==> config.mk <==
export PLATFORM = sky130hd
export DESIGN_NAME = vcMul4x4
export DESIGN_NICKNAME = d
export VERILOG_FILES = /design/src/rtl/vcm_pkg.sv /design/src/rtl/vcHalfAdder.sv /design/src/rtl/vcRippleAdd.sv /design/src/rtl/vcLeafCell.sv /design/src/rtl/vcCombiner.sv /design/src/rtl/vcMul4x4.sv
export SDC_FILE = /design/constraint.sdc
export NUM_CORES = 1
export LEC_CHECK = 0
export BUFFER_PORTS_ARGS = -buffer_cell sky130_fd_sc_hd__buf_4
export CAP_MARGIN = 20
export CORE_AREA = 2 2 39 41
export DETAILED_ROUTE_END_ITERATION = 10
export DIE_AREA = 0 0 41 43
export PLACE_DENSITY = 0.67
export SYNTH_ARGS = -nofsm -noshare
export SYNTH_HDL_FRONTEND = slang
export SYNTH_SLANG_ARGS = --single-unit
==> constraint.sdc <==
create_clock -name vclk -period 7.1
set_clock_uncertainty 0.1 [all_clocks]
set_input_delay 0 -clock vclk [all_inputs]
set_output_delay 0 -clock vclk [all_outputs]
set_load 0.02 [all_outputs]
==> src/rtl/vcm_pkg.sv <==
package vcm_pkg;
  localparam int OPER_W = 4;
  localparam int HALF_W = OPER_W / 2;
  localparam int LEAF_W = 2 * HALF_W;
  localparam int PROD_W = 2 * OPER_W;
  localparam int CELL_N = 4;
  localparam int MID_W  = LEAF_W + 1;

  typedef logic [HALF_W-1:0] half_t;
  typedef logic [LEAF_W-1:0] leaf_t;

  // Four cell results handed from the cell array to the combining adders.
  typedef struct packed {
    leaf_t hh;
    leaf_t lh;
    leaf_t hl;
    leaf_t ll;
  } leafSet_t;
endpackage

==> src/rtl/vcHalfAdder.sv <==
module vcHalfAdder (
  input  logic x,
  input  logic y,
  output logic sum,
  output logic carry
);
  assign sum   = x ^ y;
  assign carry = x & y;
endmodule

==> src/rtl/vcRippleAdd.sv <==
module vcRippleAdd #(
  parameter int W = 4
) (
  input  logic [W-1:0] x,
  input  logic [W-1:0] y,
  input  logic         cin,
  output logic [W-1:0] sum,
  output logic         cout
);
  logic [W:0] chain;
  assign chain[0] = cin;

  for (genvar i = 0; i < W; i++) begin : gBit
    logic s1, c1, c2;
    vcHalfAdder firstHa (.x(x[i]), .y(y[i]),     .sum(s1),     .carry(c1));
    vcHalfAdder secondHa(.x(s1),   .y(chain[i]), .sum(sum[i]), .carry(c2));
    assign chain[i+1] = c1 | c2;
  end

  assign cout = chain[W];
endmodule

==> src/rtl/vcLeafCell.sv <==
module vcLeafCell (
  input  logic [1:0] aIn,
  input  logic [1:0] bIn,
  output logic [3:0] prodOut
);
  logic ppLow, ppAHi, ppBHi, ppHigh, crossCarry;

  // Four AND gates: one vertical at each end, two crosswise.
  assign ppLow  = aIn[0] & bIn[0];
  assign ppAHi  = aIn[1] & bIn[0];
  assign ppBHi  = aIn[0] & bIn[1];
  assign ppHigh = aIn[1] & bIn[1];

  assign prodOut[0] = ppLow;

  vcHalfAdder crossHa(.x(ppAHi),      .y(ppBHi),  .sum(prodOut[1]), .carry(crossCarry));
  vcHalfAdder topHa  (.x(crossCarry), .y(ppHigh), .sum(prodOut[2]), .carry(prodOut[3]));

  always_comb begin
    AST_LEAF_EXACT: assert (prodOut == ({2'b00, aIn} * {2'b00, bIn}))
      else $error("leaf cell product wrong");
  end
endmodule

==> src/rtl/vcCombiner.sv <==
module vcCombiner
  import vcm_pkg::*;
(
  input  leafSet_t           cells,
  output logic [PROD_W-1:0]  product
);
  logic [LEAF_W:0]   crossSum;
  logic [MID_W-1:0]  midSum;
  logic              midCarry;
  logic [LEAF_W-1:0] upperSum;
  logic              upperCarry;

  // Weight 4: both cross products.
  vcRippleAdd #(.W(LEAF_W)) crossAdd (
    .x(cells.hl), .y(cells.lh), .cin(1'b0),
    .sum(crossSum[LEAF_W-1:0]), .cout(crossSum[LEAF_W])
  );

  // Weight 4: fold in the upper half of the low·low product.
  vcRippleAdd #(.W(MID_W)) midAdd (
    .x(crossSum),
    .y({{(MID_W-HALF_W){1'b0}}, cells.ll[LEAF_W-1:HALF_W]}),
    .cin(1'b0), .sum(midSum), .cout(midCarry)
  );

  // Weight 16: high·high plus what rose out of the middle.
  vcRippleAdd #(.W(LEAF_W)) upperAdd (
    .x(cells.hh),
    .y({{(LEAF_W-(MID_W-HALF_W)){1'b0}}, midSum[MID_W-1:HALF_W]}),
    .cin(1'b0), .sum(upperSum), .cout(upperCarry)
  );

  assign product = {upperSum, midSum[HALF_W-1:0], cells.ll[HALF_W-1:0]};

  always_comb begin
    AST_MID_NO_OVERFLOW: assert (!midCarry)
      else $error("middle sum overflowed");
    AST_UPPER_NO_OVERFLOW: assert (!upperCarry)
      else $error("upper sum overflowed");
  end
endmodule

==> src/rtl/vcMul4x4.sv <==
module vcMul4x4
  import vcm_pkg::*;
(
  input  logic [3:0] opA,
  input  logic [3:0] opB,
  output logic [7:0] product
);
  leaf_t    cellProd [CELL_N];
  leafSet_t cellSet;

  // Cell index bit 0 picks the high pair of opA, bit 1 the high pair of opB.
  for (genvar i = 0; i < CELL_N; i++) begin : gCell
    half_t aSel, bSel;
    assign aSel = i[0] ? opA[OPER_W-1:HALF_W] : opA[HALF_W-1:0];
    assign bSel = i[1] ? opB[OPER_W-1:HALF_W] : opB[HALF_W-1:0];
    vcLeafCell leaf (.aIn(aSel), .bIn(bSel), .prodOut(cellProd[i]));
  end

  assign cellSet.ll = cellProd[0];
  assign cellSet.hl = cellProd[1];
  assign cellSet.lh = cellProd[2];
  assign cellSet.hh = cellProd[3];

  vcCombiner combine (.cells(cellSet), .product(product));

  always_comb begin
    AST_FULL_PRODUCT: assert (product == ({4'b0, opA} * {4'b0, opB}))
      else $error("product mismatch");
    AST_ZERO_OPERAND: assert (!(opA == 4'd0 || opB == 4'd0) || product == 8'd0)
      else $error("zero operand gave nonzero");
    AST_UNIT_OPERAND: assert (!(opB == 4'd1) || product == {4'b0, opA})
      else $error("unit operand changed value");
    AST_LOW_BITS: assert (product[1:0] == 2'(opA[1:0] * opB[1:0]))
      else $error("low bits wrong");
  end
endmodule

==> results of run 1 <==
==> area by class of cell <==
class              count  area (µm²)  area share [%]
inverters              9        33.8            5.88
repair buffers        16         120            20.9
well taps             16        20.0            3.49
multi-input cells     37         400            69.7
==> per-stage QoR <==
step                hold WS [ns]  power [mW]  setup slack [ns]  std cells  instance area [µm²]
finish                     0.233      0.0528              3.78         78                  574
global route               0.255      0.0589              3.63         78                  574
CTS                        0.238      0.0543              3.75         78                  574
detailed placement         0.237      0.0543              3.77         78                  574
global placement           0.238      0.0533              3.80         78                  574
floorplan                  0.122      0.0443              4.01         54                  494
==> layer usage <==
layer / vias up / share of wire [%] / wire [µm]
li1: 175 / - / -
met3: 0 / 0.72 / 5
met4: 0 / 0 / 0
met1: 162 / 44 / 305
met5: - / 0 / 0
met2: 2 / 55 / 378
==> kinds of logic (layout without fill, tap and decap cells) <==
| logic type | Yosys count | after routing | synth area share [%] |
|---|---|---|---|
| AND/OR/NAND/NOR | 16 | 16 | 20.3 |
| buffers and inverters | 17 | 25 | 19.0 |
| XOR/XNOR | 2 | 2 | 3.54 |
| adder cells (fa/ha/maj) | 19 | 19 | 57.2 |
==> how the worst min path moves through the flow <==
stage	start	to	slack, ns	cells past startpoint
after floorplan	opB[0]	product[0]	0.12	2
after global placement	opA[0]	product[0]	0.24	3
after detailed placement	opA[0]	product[0]	0.24	3
after CTS	opA[0]	product[0]	0.24	3
after global routing	opB[0]	product[0]	0.25	3
final	opB[0]	product[0]	0.23	3
==> power groups by stage <==
stage / combinational (mW) / sequential (mW) / clock, mW
floorplan: 0.0443 / 0 / 0
global placement: 0.0533 / 0 / 0
detailed placement: 0.0543 / 0 / 0
CTS: 0.0543 / 0 / 0
global route: 0.0589 / 0 / 0
finish: 0.0528 / 0 / 0
==> worst max-delay path: stages <==
cell and delay [ns]:
buf_4 0.12, and2_1 0.15, ha_1 0.27, inv_1 0.05, fa_1 0.43, inv_1 0.08
fa_1 0.16, inv_1 0.05, fa_1 0.47, inv_1 0.04, ha_1 0.30, fa_1 0.41
fa_1 0.38, xor2_1 0.16, buf_4 0.16
==> placed cells by master (no fill, tap or decap), drive strengths merged <==
cell and instances:
inv 9, buf 16, and2 16, ha 13
xnor2 1, xor2 1, fa 6
==> impl_metrics.ini, run 1 <==
[finish]
syn_to_final_growth_pct = 16.2
regArea_um2 = 0
n_fill_cell = 142
fin_nets = 91
post-route-util_pct = 41.5
drive_gt1_share_pct = 25.8
nClkBuffers = 0
antenna_cells = 0
seq_cells = 0

[die]
die_area_mm2 = 0.00176
die_x_um = 41
pin_count = 16
core_area_mm2 = 0.00138
placementRows = 14
start_util_pct = 35.7
die_y_um = 43

[drt]
dr_total_vias = 339
drc = 0
firstDrtPassIters = 2
drt_iter0_markers = 3
antenna_left = 0
finalWirelength_um = 690
viasPerCell = 4.35
route.detailed.wl_per_inst_um = 8.85

[sta]
period_share_pct = 46.8
rsz0062_at_grt = false
min_period_ns = 3.32
timing.fmax_mhz = 301
setup_tns_ns = 0
worst_slew_pin_slew_ns = 0.190
final-max-slew-violation-count = 0
setup_viol = 0
hold_viol_final = 0
slew_headroom_pct = 87.2

[global_route]
grtUsageMet1_pct = 13.2
grt_pass1_vias = 345
grt_pass1_wl_um = 1280
grt_use_met2_pct = 17.2
grt_usage_pct = 9.65
grt_max_degree = 5
antenna_found_initial = 0
busiest_layer = met2
met3_usage_pct = 0
grt_overflow = 0

[cts]
post_cts_buffers = 0
ctsHoldBuffers = 0
post_cts_resize_count = 0

[synth]
ys_seq_area_share_pct = 0
synthCells = 54
ys_types = 7
yosysMostFrequentCell = and2_1
syn_nets = 81
synth_top_area_share_pct = 32.9
synthTopCellsByArea = ha_1 (33%), fa_1 (24%), and2_1 (20%)
ys_top_cells_by_count = and2_1 (16), ha_1 (13), inv_1 (9), buf_4 (8), fa_1 (6)
syn_area_um2 = 494
yosys_warnings = 0
synth_largest_area_cell = ha_1
avgSynthCellArea_um2 = 9.15

[critical_path]
required_ns = 7.00
critical_path.max_fanout = 4
arrival_ns = 3.22
startpoint = opB[0]
endpoint = product[7]
cp-end-kind = primary output
critPathKind = input port to primary output
worst_setup_path_start_kind = input port

[power_and_ir_drop]
peakVddDrop_uv = 30.4
leakage_nw = 0.339
power_density_mw_per_mm2 = 91.9
pwr-share-clk_pct = 0
combPwrFrac_pct = 100.0
intPower_uw = 24.8
switching_share_pct = 53.0
power_frac_seq_pct = 0
p_switching_uw = 28.0

[placement]
port_buffers = 16
gp_congestion = 0.786

[run_status]
outcome = completed

[run]
drv_cap = 0

[hold_path]
hp-class = input port to primary output
Note: power is estimated with default switching activity, not from simulation.
==> run 2: changes to the inputs <==
Clock period 7.1 ns to 3.4 ns, I/O delays scaled along.
==> impl_metrics.ini, run 2 (synthesis results as in run 1) <==
[run_status]
outcome = completed

[die]
die_y_um = 43
placementRows = 14
start_util_pct = 35.7
pin_count = 16
core_area_mm2 = 0.00138
die_x_um = 41
die_area_mm2 = 0.00176

[placement]
port_buffers = 16
placedInstanceArea_um2 = 574
hpwl_um = 667
post-place-cells = 78
pre_cts_slack_ns = 0.0586
gp_congestion = 0.775

[sta]
slew_headroom_pct = 85.2
hold_viol_final = 0
setup_tns_ns = 0
min_period_ns = 3.18
layout_setup_ws_ns = 0.219
rsz0062_at_grt = false
timing.fmax_mhz = 314
setup_viol = 0
final-max-slew-violation-count = 0
worst_slew_pin_slew_ns = 0.220
period_share_pct = 93.6

[finish]
n_fill_cell = 135
instances_no_fill = 78
seq_cells = 0
syn_to_final_growth_pct = 19.7
regArea_um2 = 0
final_cell_mix = and2_1 (16), buf_4 (16), ha_1 (12)
fin_area_um2 = 592
fin_nets = 91
nClkBuffers = 0
drive_gt1_share_pct = 30.6
post-route-util_pct = 42.8
antenna_cells = 0

[drt]
route.detailed.wl_per_inst_um = 8.92
dr_total_vias = 335
finalWirelength_um = 696
firstDrtPassIters = 2
viasPerCell = 4.29
drc = 0
drt_iter0_markers = 1
antenna_left = 0

[critical_path]
required_ns = 3.30
critical_path.max_fanout = 4
crit_buf_inv = 6
cpMostUsedCell = inv_1
critPathSlowestCell = fa_1
critPathKind = input port to primary output
slowest_delay_ns = 0.47
worst_setup_path_start_kind = input port
cp_cell_sequence = buf_4 -> and2_1 -> ha_1 -> inv_1 -> fa_1 -> inv_1 -> fa_1 -> inv_1 -> fa_1 -> inv_1 -> ha_4 -> fa_2 -> fa_2 -> xor2_1 -> buf_4
arrival_ns = 3.08
cp-end-kind = primary output
path_delay_family = adder cells

[run]
drv_cap = 0

[power_and_ir_drop]
switching_share_pct = 52.6
pwr-share-clk_pct = 0
power_density_mw_per_mm2 = 190
power_frac_seq_pct = 0
combPwrFrac_pct = 100.0
leakage_nw = 0.333
peakVddDrop_uv = 70.7
p_switching_uw = 59.2
intPower_uw = 53.3

[cts]
ctsHoldBuffers = 0

[global_route]
grt_pass1_vias = 346
grt_overflow = 0
grt_usage_pct = 10.5
antenna_found_initial = 0
grt_pass1_wl_um = 1370
grt_max_degree = 5

[hold_path]
hold_depth = 3
hp-class = input port to primary output
min_from = opB[0]
min_to = product[0]
-- run 2: worst max-delay path by stage --
stage / start / end / slack, ns / depth (start not counted)
finish: opB[0] / product[7] / 0.22 / 15
global route: opB[0] / product[7] / 0.07 / 15
CTS: opB[0] / product[7] / 0.06 / 15
detailed placement: opB[0] / product[7] / 0.06 / 15
global placement: opB[0] / product[7] / 0.11 / 15
floorplan: opB[0] / product[7] / 0.31 / 14
-- run 2: repair_timing --
item / in CTS / in global routing
hold endpoints to repair: 0 / 0
setup buffers: 0 / 0
endpoints found under the setup margin: 0 / 1
resized for setup: 0 / 3
-- run 2: area by class of cell --
cell class	instances	area, µm²	area share [%]
Multi-Input combinational cell	37	418	70.6
Timing Repair Buffer	16	120	20.3
Inverter	9	33.8	5.71
Tap cell	16	20.0	3.38
-- run 2: power groups by stage --
stage / Clock (mW) / Combinational [mW] / Sequential (mW)
floorplan: 0 / 0.0925 / 0
global placement: 0 / 0.111 / 0
detailed placement: 0 / 0.112 / 0
CTS: 0 / 0.112 / 0
global route: 0 / 0.126 / 0
finish: 0 / 0.112 / 0
-- run 2: layer usage --
metal | vias to the layer above | global-route usage [%] | part of all wire, %
li1 | 174 | - | -
met1 | 159 | 14.3 | 45
met2 | 2 | 18.8 | 54
met3 | 0 | 0 | 1.1
met4 | 0 | 0 | 0
met5 | - | 0 | 0
-- run 2: metrics by stage --
stage	hold WS [ns]	power, mW
finish	0.228	0.112
global route	0.248	0.126
CTS	0.233	0.112
detailed placement	0.233	0.112
global placement	0.231	0.111
floorplan	0.122	0.0925
